## config.mk

```make
export PLATFORM = sky130hd
export DESIGN_NAME = replay_buffer
export DESIGN_NICKNAME = d
export VERILOG_FILES = /design/src/rtl/rpl_pkg.sv /design/src/rtl/rpl_mem.sv /design/src/rtl/rpl_tag.sv /design/src/rtl/replay_buffer.sv
export SDC_FILE = /design/constraint.sdc
export NUM_CORES = 1
export LEC_CHECK = 0
export ABC_AREA = 1
export BUFFER_PORTS_ARGS = -buffer_cell sky130_fd_sc_hd__clkbuf_2
export CAP_MARGIN = 20
export CELL_PAD_IN_SITES_DETAIL_PLACEMENT = 1
export CELL_PAD_IN_SITES_GLOBAL_PLACEMENT = 1
export CORE_MARGIN = 3
export CORE_UTILIZATION = 45
export DETAILED_ROUTE_END_ITERATION = 12
export PLACE_DENSITY_LB_ADDON = 0.1
export SLEW_MARGIN = 5
export SYNTH_ARGS = -nofsm -noshare
export SYNTH_HDL_FRONTEND = slang
export SYNTH_SLANG_ARGS = --single-unit
```

## constraint.sdc

```tcl
create_clock -name clk -period 3.1 [get_ports clk]
set_input_delay 0 -clock clk [delete_from_list [all_inputs] [get_ports clk]]
set_output_delay 0 -clock clk [all_outputs]
set_load 0.05 [all_outputs]
```

## src/rtl/rpl_pkg.sv

```systemverilog
package rpl_pkg;
    typedef enum logic [1:0] {
        DEC_NONE   = 2'b00,
        DEC_EXEC   = 2'b01,
        DEC_REPLAY = 2'b10,
        DEC_REJECT = 2'b11
    } dec_kind_e;

    typedef enum logic [2:0] {
        ST_IDLE,
        ST_EXEC,
        ST_SKIP_PLAY,
        ST_SKIP_DROP,
        ST_PLAY
    } rpl_state_e;
endpackage

```

## src/rtl/rpl_mem.sv

```systemverilog
module rpl_mem #(
    parameter int DEPTH  = 16,
    parameter int WORD_W = 32,
    parameter int AW     = 4
) (
    input  logic              clk,
    input  logic              we,
    input  logic [AW-1:0]     waddr,
    input  logic [WORD_W-1:0] wdata,
    input  logic [AW-1:0]     raddr,
    output logic [WORD_W-1:0] rdata
);
    logic [WORD_W-1:0] mem [DEPTH];

    always_ff @(posedge clk) begin
        if (we) mem[waddr] <= wdata;
    end

    assign rdata = mem[raddr];
endmodule

```

## src/rtl/rpl_tag.sv

```systemverilog
module rpl_tag #(
    parameter int ENABLE = 1,
    parameter int ID_W   = 8,
    parameter int CNT_W  = 5
) (
    input  logic             clk,
    input  logic             rst_n,
    input  logic             clr,
    input  logic             set,
    input  logic [ID_W-1:0]  set_id,
    input  logic [CNT_W-1:0] set_cnt,
    input  logic [ID_W-1:0]  ask_id,
    output logic             hit,
    output logic [CNT_W-1:0] cnt
);
    generate
        if (ENABLE != 0) begin : g_tag
            logic [ID_W-1:0]  id_q;
            logic [CNT_W-1:0] cnt_q;
            logic             ok_q;

            always_ff @(posedge clk) begin
                if (!rst_n) begin
                    id_q  <= '0;
                    cnt_q <= '0;
                    ok_q  <= 1'b0;
                end else if (set) begin
                    id_q  <= set_id;
                    cnt_q <= set_cnt;
                    ok_q  <= 1'b1;
                end else if (clr) begin
                    ok_q  <= 1'b0;
                end
            end

            assign hit = ok_q && (id_q == ask_id);
            assign cnt = cnt_q;
        end else begin : g_none
            assign hit = 1'b0;
            assign cnt = '0;
        end
    endgenerate
endmodule

```

## src/rtl/replay_buffer.sv

```systemverilog
module replay_buffer
    import rpl_pkg::*;
#(
    parameter int WORD_W = 32,
    parameter int DEPTH  = 16,
    parameter int LEN_W  = 16,
    parameter int ID_W   = 8
) (
    input  logic              clk,
    input  logic              rst_n,
    input  logic              cmd_valid,
    output logic              cmd_ready,
    input  logic [ID_W-1:0]   cmd_id,
    input  logic [LEN_W-1:0]  cmd_words,
    output logic              dec_valid,
    output logic [1:0]        dec_kind,
    input  logic              pay_valid,
    input  logic              pay_last,
    output logic              pay_ready,
    input  logic              tdo_valid,
    input  logic [WORD_W-1:0] tdo_data,
    input  logic              tdo_last,
    output logic              tdo_ready,
    output logic              rep_valid,
    output logic [WORD_W-1:0] rep_data,
    output logic              rep_last,
    input  logic              rep_ready
);
    localparam int CNT_W = (DEPTH > 0) ? $clog2(DEPTH + 1) : 1;
    localparam int AW    = (DEPTH > 1) ? $clog2(DEPTH) : 1;
    localparam bit HAS_MEM = (DEPTH > 0);

    rpl_state_e       st_q, st_d;
    dec_kind_e        kind, kind_q;
    logic             dec_q;
    logic [ID_W-1:0]  cur_id_q;
    logic [CNT_W-1:0] ptr_q, set_cnt, stored_cnt;
    logic             hit, cmd_fire, rep_fire, pay_fire, exec_end, oversize;
    logic [WORD_W-1:0] mem_rdata;

    assign cmd_fire = cmd_valid && cmd_ready;
    assign rep_fire = rep_valid && rep_ready;
    assign pay_fire = pay_valid && pay_ready;
    assign exec_end = (st_q == ST_EXEC) && rep_fire && tdo_last;
    assign oversize = HAS_MEM && (32'(cmd_words) > DEPTH);
    assign set_cnt  = (32'(ptr_q) < DEPTH) ? ptr_q + 1'b1 : ptr_q;

    always_comb begin
        if (hit)           kind = DEC_REPLAY;
        else if (oversize) kind = DEC_REJECT;
        else               kind = DEC_EXEC;
    end

    rpl_tag #(.ENABLE(HAS_MEM ? 1 : 0), .ID_W(ID_W), .CNT_W(CNT_W)) u_tag (
        .clk     (clk),
        .rst_n   (rst_n),
        .clr     (cmd_fire && (kind == DEC_EXEC)),
        .set     (exec_end),
        .set_id  (cur_id_q),
        .set_cnt (set_cnt),
        .ask_id  (cmd_id),
        .hit     (hit),
        .cnt     (stored_cnt)
    );

    generate
        if (HAS_MEM) begin : g_mem
            rpl_mem #(.DEPTH(DEPTH), .WORD_W(WORD_W), .AW(AW)) u_mem (
                .clk   (clk),
                .we    ((st_q == ST_EXEC) && rep_fire && (32'(ptr_q) < DEPTH)),
                .waddr (ptr_q[AW-1:0]),
                .wdata (tdo_data),
                .raddr (ptr_q[AW-1:0]),
                .rdata (mem_rdata)
            );
        end else begin : g_nomem
            assign mem_rdata = '0;
        end
    endgenerate

    // State register
    always_ff @(posedge clk) begin
        if (!rst_n) st_q <= ST_IDLE;
        else        st_q <= st_d;
    end

    // Next-state logic
    always_comb begin
        st_d = st_q;
        unique case (st_q)
            ST_IDLE: if (cmd_fire) begin
                unique case (kind)
                    DEC_REPLAY: st_d = ST_SKIP_PLAY;
                    DEC_REJECT: st_d = ST_SKIP_DROP;
                    default:    st_d = ST_EXEC;
                endcase
            end
            ST_EXEC:      if (exec_end) st_d = ST_IDLE;
            ST_SKIP_PLAY: if (pay_fire && pay_last) st_d = ST_PLAY;
            ST_SKIP_DROP: if (pay_fire && pay_last) st_d = ST_IDLE;
            ST_PLAY:      if (rep_fire && rep_last) st_d = ST_IDLE;
            default:      st_d = ST_IDLE;
        endcase
    end

    // Datapath registers
    always_ff @(posedge clk) begin
        if (!rst_n) begin
            dec_q    <= 1'b0;
            kind_q   <= DEC_NONE;
            cur_id_q <= '0;
            ptr_q    <= '0;
        end else begin
            dec_q <= cmd_fire;
            if (cmd_fire) begin
                kind_q   <= kind;
                cur_id_q <= cmd_id;
                ptr_q    <= '0;
            end else if (rep_fire && (32'(ptr_q) < DEPTH)) begin
                ptr_q <= ptr_q + 1'b1;
            end
        end
    end

    // Outputs
    always_comb begin
        cmd_ready = 1'b0;
        pay_ready = 1'b0;
        tdo_ready = 1'b0;
        rep_valid = 1'b0;
        rep_data  = '0;
        rep_last  = 1'b0;
        unique case (st_q)
            ST_IDLE: cmd_ready = 1'b1;
            ST_EXEC: begin
                tdo_ready = rep_ready;
                rep_valid = tdo_valid;
                rep_data  = tdo_data;
                rep_last  = tdo_last;
            end
            ST_SKIP_PLAY, ST_SKIP_DROP: pay_ready = 1'b1;
            ST_PLAY: begin
                rep_valid = 1'b1;
                rep_data  = mem_rdata;
                rep_last  = (ptr_q == stored_cnt - 1'b1);
            end
            default: ;
        endcase
    end

    assign dec_valid = dec_q;
    assign dec_kind  = kind_q;
endmodule

```

Word-level counts from Yosys, hierarchy flattened. Memories as Yosys holds them, arrays and structs flattened. A register that Yosys moved wholly into a read port is not among the register bits. Index checks and enable logic that the tools add are counted.

Register bits after elaboration: 33. Memory bits (writable): 512. Output and inout port bits: 40. Memories kept: 1.

Add/sub/neg operators: 2. $lt $le $gt $ge: 2. Equality and inequality tests: 14. Muxes and demuxes: 22. Bitwise logic cells: 1. Reduce and logical (&&, ||, !) cells: 16.

Memory list: g_mem.u_mem.mem (depth 16, bits a word 32, rd ports 1, clocked after memory_dff 1, wr ports 1, line rpl_mem.sv:13) `logic [WORD_W-1:0] mem [DEPTH];`.

Operator list (count): one-hot mux 32 bit (2 select lines) (1); > comparator 16 x 5 -> 1 bit (second input constant) (1); 2-to-1 mux 3 bit (5); one-hot mux 3 bit (5 select lines) (1); logical AND 1 bit (11); != test 2 bit (second input constant) (5); == test 8 bit (1); 2-to-1 mux 4 bit (2); 2-to-1 mux 1 bit (7); == test 3 x 2 -> 1 bit (second input constant) (2); adder 5 x 1 -> 5 bit (second input constant) (1); == test 5 bit (1); less-than comparator 5 bit (second input constant) (1); 2-to-1 mux 5 bit (1); AND reduction 5 bit (1); subtractor 5 x 1 -> 5 bit (second input constant) (1); == test 2 bit (second input constant) (2); 2-to-1 mux 2 bit (2); one-hot mux 1 bit (2 select lines) (2); one-hot mux 2 bit (2 select lines) (1); OR reduction 2 bit (2); == test 3 x 1 -> 1 bit (second input constant) (1); == test 3 bit (second input constant) (1); logical NOT 3 bit (1); 3 further kinds (3).

Depth between registers and ports, before layout. Gate-level depths: netlist of the first run.

Depth after elaboration: 7. Mapped depth: 14.

Hierarchy. Synthesis of the first run repeated with hierarchy kept, for this count alone.

Cell total of the unflattened synthesis: 2388. Area, all modules: 24169.4 sq um.

Modules (own cells, without submodules): rpl_mem (times used 1, cells an instance 2088, area each 22089.9 sq um, sequential area each 15374.7 sq um); replay_buffer (times used 1, cells an instance 206, area each 1436.4 sq um, sequential area each 380.4 sq um); rpl_tag (times used 1, cells an instance 94, area each 643.1 sq um, sequential area each 280.3 sq um).

Worst setup path after synthesis of the first run. No wires, ideal clock.

Kind: reg2reg. From: register ptr_q[0]. To: memory g_mem.u_mem.mem[15][0], enable pin. Setup time: 0.461 ns. Data arrival time: 3.002 ns. Setup slack: -0.363 ns. Cell stages (with the launch flop): 4. Path buffers: 0. Period minus slack after synthesis: 3.463 ns. Cells stage by stage: dfxtp_1 ha_1 nand3_1 nor3_1.

Cells in the longest elaborated chain, start to end: 4.

RTL lines: start: declaration (line replay_buffer.sv:37) `logic [CNT_W-1:0] ptr_q, set_cnt, stored_cnt;`; start signal: assignment (line replay_buffer.sv:120) `ptr_q <= ptr_q + 1'b1;`; less-than comparator 5 bit (line replay_buffer.sv:70) `.we ((st_q == ST_EXEC) && rep_fire && (32'(ptr_q) < DEPTH)),`; logical AND 1 bit (line replay_buffer.sv:70); 2-to-1 mux 1 bit (line rpl_mem.sv:16) `if (we) mem[waddr] <= wdata;`; 2-to-1 mux 1 bit (implied by the code) (line rpl_mem.sv:16); end: declaration (line rpl_mem.sv:13).

Parallel ways exist; a longest one is shown, timed or not.

==> results of run 1 <==
==> power by group <==
part | leakage (µW) | internal (µW) | switching (µW)
Sequential | 0.00491 | 8140 | 38.9
Combinational | 0.00303 | 372 | 950
Clock | 0.000873 | 3820 | 2840
Total | 0.00881 | 12300 | 3830
==> worst max path at each step <==
| stage | from | end | slack [ns] | depth (start not counted) |
|---|---|---|---|---|
| final | flip-flop | rep_data[29] | 0.23 | 8 |
| after global routing | flip-flop | rep_data[12] | 0.04 | 9 |
| after CTS | flip-flop | rep_data[24] | 0.07 | 10 |
| after detailed placement | st_q[0] | g_mem.u_mem.mem[8][27] | 0.66 | 7 |
| after global placement | st_q[0] | g_mem.u_mem.mem[8][28] | 0.70 | 7 |
| after floorplan | st_q[0] | g_mem.u_mem.mem[0][0] | 0.39 | 6 |
==> stage by stage <==
stage          total power, µW  instances
2_1_floorplan             9130       1752
3_3_place_gp              9550       2410
3_5_place_dp              9590       2410
4_1_cts                  16300       2574
5_1_grt                  16700       2575
6_report                 16200       2575
==> timing repair <==
action                                  in CTS  in global routing
setup buffers                                0                  1
endpoints found under the setup margin       0                 11
hold endpoints to repair                   549                  0
gates resized for setup                      0                  3
hold buffers                                58                  0
==> cells in the final DEF (no fill, tap or decap), drive strengths merged <==
master,instances
xor2,4
a31oi,19
clkinv,27
inv,46
a21oi,16
nor4,3
clkbuf,176
diode,1
edfxtp,512
o22ai,89
nor2,297
nand4,1
buf,58
dlygate4sd3,57
o21ai,322
a22o,19
o221ai,43
a211oi,6
bufinv,4
xnor2,2
ha,6
clkinvlp,2
dfxtp,37
nor3,5
o211ai,1
nand2,177
nand3,29
o41ai,1
==> metal layers <==
metal,part of all wire,up-vias
li1,-,6801
met3,0.039,80
met4,0.018,0
met1,0.45,7683
met5,0,-
met2,0.49,335
==> cells by family (layout without fill, tap and decap cells) <==
family | Yosys count | in the layout
flip-flops | 549 | 549
AND/OR/NAND/NOR | 512 | 512
other | 0 | 1
XOR/XNOR | 6 | 6
buffers and inverters | 163 | 370
adder cells (fa/ha/maj) | 6 | 6
AO/OA/AOI/OAI | 516 | 516
==> worst max-delay path, stage by stage, from the launching register on <==
cell      delay [ns]
dfxtp_4         0.45
clkinv_2        0.12
buf_12          0.38
o21ai_0         0.21
o221ai_1        0.35
o21ai_1         0.18
nand2_1         0.10
a22o_1          0.15
clkbuf_2        0.28
==> synth_stat cells, drive strengths merged (6+ instances only) <==
cell,instances
ha,6
inv,46
o22ai,89
a21oi,16
buf,62
nand3,29
a211oi,6
nand2,177
edfxtp,512
o21ai,322
dfxtp,37
a22o,19
o221ai,43
nor2,297
clkbuf,55
a31oi,19
==> flip-flops by register name (all words and copies together), names as in the netlist, named ones only <==
| name | count |
|---|---|
| u_tag.g_tag.ok_q | 1 |
| u_tag.g_tag.id_q | 8 |
| st_q | 3 |
| ptr_q | 5 |
| cur_id_q | 8 |
| u_tag.cnt | 5 |
| g_mem.u_mem.mem | 512 |
| dec_kind | 2 |
| dec_valid | 1 |
==> final cells by class <==
| class | count | share of cell area |
|---|---|---|
| antenna | 1 | 0.0000969 |
| clock buffer | 73 | 0.0595 |
| clock inverter | 33 | 0.0105 |
| inverter | 46 | 0.00702 |
| multi-input combinational | 1040 | 0.202 |
| sequential | 549 | 0.624 |
| tap | 615 | 0.0298 |
| timing repair buffer | 218 | 0.0668 |
==> results.json, run 1 <==
{
  "min_path_cells": 7,
  "ys_seq_area_frac": 0.731,
  "die_y_um": 227,
  "grt_pass1_vias": 16000,
  "viasPerCell": 5.79,
  "antenna_left": 0,
  "synth-xor-area-share": 0.00238,
  "final_core_util": 0.538,
  "synthSimpleGateAreaFrac": 0.0901,
  "synth_nets": 1822,
  "clockRootBuffer": "clkbuf_16",
  "grt_usage": 0.242,
  "peakVddDrop_uv": 444,
  "area_growth_syn_to_layout_pct": 17.2,
  "clock_skew_ns": 0.0189,
  "yosys.area_share.adder": 0.00341,
  "synth_flop_cell": "edfxtp_1",
  "crit_fanout": 89,
  "timing.hold.ws_ns": 0.134,
  "synth.area.top_cells": "edfxtp_1 (70%), o21ai_0 (6.1%), nor2_1 (5.0%)",
  "holdCritStartpoint": "tdo_valid",
  "clock-sinks": 549,
  "period_share": 0.925,
  "dpl.hpwl_um": 33600,
  "gr-usage-met3": 0.0347,
  "portBuffers": 103,
  "synth_compound_area_frac": 0.135,
  "synth_edf_count": 512,
  "regToRegStartpoint": "st_q[0]",
  "drive_gt1_frac": 0.135,
  "cts_tree": "done",
  "rows": 80,
  "top_usage_layer": "met2",
  "max-slew-margin-rel": 0.576,
  "grt_overflow": 0,
  "nets": 1983,
  "holdPathEnd": "st_q[2]",
  "pin_count": 104,
  "regArea_um2": 16100,
  "routed_wirelength_um": 62000,
  "synth_seq_cells": 549,
  "ys_types": 33,
  "syn-instance-count": 1752,
  "max-cap-violations": 0,
  "cp.arrival_ns": 2.87,
  "grt_start_max_net_pins": 108,
  "finalWorstPathRequiredPeriod_ns": 2.87,
  "start_util": 0.459,
  "rsz0062_at_grt": "no",
  "criticalPathCategory": "reg -> out",
  "finalHoldViolCount": 0,
  "power.leakage_uw": 0.00881,
  "met2_usage": 0.411,
  "synthMuxAreaShare": 0,
  "routabilityCongestion": 0.775,
  "end_kind": "output port",
  "placed_area_um2": 23400,
  "cts_buffers": 58,
  "clk_path_buf_depth": 3,
  "yosysTopAreaCell": "edfxtp_1",
  "setup_ws_ns": 0.232,
  "hp-class": "in -> reg",
  "fin_tns_setup_ns": 0,
  "ctsHtreeMaxLevel": 2,
  "power.density_nw_per_um2": 626,
  "die_w_um": 227,
  "r2r_slack_ns": 0.44,
  "drc": 0,
  "clkLatencyLatePin_ns": 0.62,
  "core_um2": 48000,
  "wl_per_cell_um": 24.1,
  "worstSetupStartpointType": "flip-flop",
  "worstMarginPinSlew_ns": 0.637,
  "first_iter_violations": 1207,
  "yosysWarnings": 0,
  "drtPass1Iterations": 5,
  "clkSlewWorstSetupHoldPaths_ns": 0.06,
  "critPathRequiredTime_ns": 3.10,
  "ys_async_sr_fraction": 0,
  "multi_input_area_um2": 5220,
  "max_freq_mhz": 349,
  "grt_pass1_wl_um": 94800,
  "status": "complete, no violations",
  "reg2reg_depth": 9,
  "avgSynthCellArea_um2": 12.6,
  "fillers": 4848,
  "synth.cell_area_um2": 22000,
  "die_area_um2": 51700,
  "pre_cts_slack_ns": 0.656,
  "vias": 14900,
  "use_met1": 0.334,
  "synth_top_family_by_area": "compound AO/OA/AOI/OAI gates",
  "antenna_found_initial": 1,
  "setup_viol": 0,
  "synth_top_area_frac": 0.698,
  "slew_violations": 0,
  "final_cell_area_um2": 25800
}
(Power assumes the default switching activity.)
==> inputs of run 2 (changes only) <==
--- a/config.mk
+++ b/config.mk
@@ -10,10 +10,11 @@
 export CAP_MARGIN = 20
 export CELL_PAD_IN_SITES_DETAIL_PLACEMENT = 1
 export CELL_PAD_IN_SITES_GLOBAL_PLACEMENT = 1
+export CORE_ASPECT_RATIO = 0.6
 export CORE_MARGIN = 3
 export CORE_UTILIZATION = 45
 export DETAILED_ROUTE_END_ITERATION = 12
-export PLACE_DENSITY_LB_ADDON = 0.1
+export PLACE_DENSITY = 0.82
 export SLEW_MARGIN = 5
 export SYNTH_ARGS = -nofsm -noshare
 export SYNTH_HDL_FRONTEND = slang
==> results.json, run 2 (same netlist as run 1, synthesis figures left out) <==
{
  "status": "complete, no violations",
  "worstMarginPinSlew_ns": 0.949,
  "period_share": 0.945,
  "peakVddDrop_uv": 522,
  "drtPass1Iterations": 5,
  "max_stage_delay_ns": 0.46,
  "crit_path_top_delay_cell": "dfxtp_4",
  "end_kind": "output port",
  "switching_share": 0.243,
  "area_growth_syn_to_layout_pct": 15.6,
  "criticalPathCategory": "reg -> out",
  "antenna_left": 0,
  "die_area_um2": 51800,
  "rr_endpoint": "g_mem.u_mem.mem[9][14]",
  "viasPerCell": 6.04,
  "multi_input_area_um2": 5210,
  "layout_commonest_cell": "edfxtp_1",
  "drc": 0,
  "top_layer": "met4",
  "start_util": 0.458,
  "power_frac_seq": 0.534,
  "dr_wl_met2_um": 32500,
  "clock-sinks": 549,
  "top_register": "g_mem.u_mem.mem",
  "final_core_util": 0.530,
  "hp-class": "in -> reg",
  "routabilityCongestion": 0.808,
  "antenna_found_initial": 0,
  "wl_met3_um": 5760,
  "cp.arrival_ns": 2.93,
  "grt_pass1_wl_um": 102000,
  "clkSlewWorstSetupHoldPaths_ns": 0.07,
  "reg2reg_depth": 7,
  "wl_met1_um": 28800,
  "drive_gt1_frac": 0.126,
  "holdCritStartpoint": "tdo_last",
  "max-cap-violations": 0,
  "max-slew-margin-rel": 0.367,
  "power.density_nw_per_um2": 601,
  "stdcell_count": 2569,
  "vias": 15500,
  "fillers": 4891,
  "clkLatencyLatePin_ns": 0.58,
  "die_y_um": 177,
  "cts_tree": "done",
  "core_um2": 48100,
  "dpl.hpwl_um": 40100,
  "largest_reg_flops": 512,
  "cts_buffers": 49,
  "regArea_um2": 16100,
  "clkPwrFrac": 0.375,
  "grt_pass1_vias": 16500,
  "n_antenna_cell": 0,
  "pin_count": 104,
  "min_path_cells": 5,
  "p_int_uw": 11600,
  "finalWorstPathRequiredPeriod_ns": 2.93,
  "ctsHtreeMaxLevel": 2,
  "rsz0062_at_grt": "no",
  "clk_path_buf_depth": 3,
  "timing.hold.ws_ns": 0.0491,
  "crit_chain": "inv_6, buf_12, o21ai_0, o221ai_1, o21ai_0, nand2_1, nand3_1, nand2_1, clkbuf_2",
  "grt_overflow": 0,
  "max_freq_mhz": 341,
  "grt_start_max_net_pins": 129,
  "die_w_um": 292,
  "fin_tns_setup_ns": 0,
  "regToRegStartpoint": "st_q[0]",
  "reg_top3": "g_mem.u_mem.mem (512), cur_id_q (8), u_tag.g_tag.id_q (8)",
  "clock_skew_ns": 0.0270,
  "nets": 1965,
  "grt_usage": 0.261,
  "critPathRequiredTime_ns": 3.10,
  "crit_fanout": 64,
  "first_iter_violations": 1923,
  "r2r_slack_ns": 0.57,
  "slew_violations": 0,
  "clockRootBuffer": "clkbuf_16",
  "portBuffers": 103,
  "wl_per_cell_um": 26.5,
  "routed_wirelength_um": 68200,
  "rows": 62,
  "p_comb_frac": 0.091,
  "final_cell_mix": "edfxtp_1 (512), nor2_1 (280), o21ai_0 (268)",
  "dp.cells": 2425,
  "crit_buf_inv": 3,
  "switching_power_uw": 3720,
  "setup_viol": 0,
  "cp_top_family": "buffers and inverters",
  "holdPathEnd": "u_tag.g_tag.id_q[0]",
  "power.leakage_uw": 0.00862,
  "finalHoldViolCount": 0,
  "worstSetupStartpointType": "flip-flop"
}
## run 2: cell count changes in the layout (fill, tap and decap cells not counted), sizes merged
cell      change
buf           -9
clkinvlp      -2
bufinv        -3
inv           -1
clkinv       -10
diode         -1
clkbuf        -5
## run 2: worst max-delay path by stage
stage	cells after the start	endpoint	slack, ns
after detailed placement	7	g_mem.u_mem.mem[9][14]	0.57
final	9	rep_data[5]	0.17
after floorplan	6	g_mem.u_mem.mem[0][0]	0.39
after global routing	9	rep_data[5]	0.02
after global placement	7	g_mem.u_mem.mem[9][29]	0.67
after CTS	8	rep_data[26]	0.07
## run 2: per-stage QoR
step           total power [µW]  setup WS, ns  cell area [µm²]
4_1_cts                   15300        0.0679            25400
3_5_place_dp               9620         0.570            23400
5_1_grt                   15800        0.0233            25500
2_1_floorplan              9130         0.389            22000
3_3_place_gp               9550         0.671            23400
6_report                  15300         0.171            25500
## run 2: power groups by stage
stage	registers, µW	clock network [µW]	logic, µW
finish	8160	5740	1390
global route	8160	6130	1500
CTS	8160	5810	1370
detailed placement	8330	0	1300
global placement	8320	0	1230
floorplan	8330	0	795
## run 2: layout make-up
cell class / instances / share of cell area
clock inverters: 17 / 0.00398
clock buffers: 68 / 0.0525
flip-flops and latches: 549 / 0.633
well taps: 640 / 0.0314
multi-input cells: 1040 / 0.205
repair buffers: 209 / 0.0673
inverters: 46 / 0.00702
## run 2: repair_timing
action | 4_1_cts | 5_1_grt
setup buffers | 0 | 1
setup endpoints to repair | 0 | 4
gates resized for setup | 0 | 2
hold endpoints to repair | 546 | 0
hold buffers | 57 | 0
## run 2: layer usage
metal | vias up | GRT usage
li1 | 6746 | -
met1 | 7972 | 0.371
met2 | 707 | 0.433
met3 | 93 | 0.0409
met4 | 0 | 0.0484
met5 | - | 0
## run 2: worst reg2reg max path, stage by stage (launching register included)
cell	delay, ns
dfxtp_1	0.35
inv_1	0.07
nor2_2	0.10
nand4_1	0.18
nor2_1	0.28
nand2_1	0.31
nor2_4	0.58
buf_4	0.34
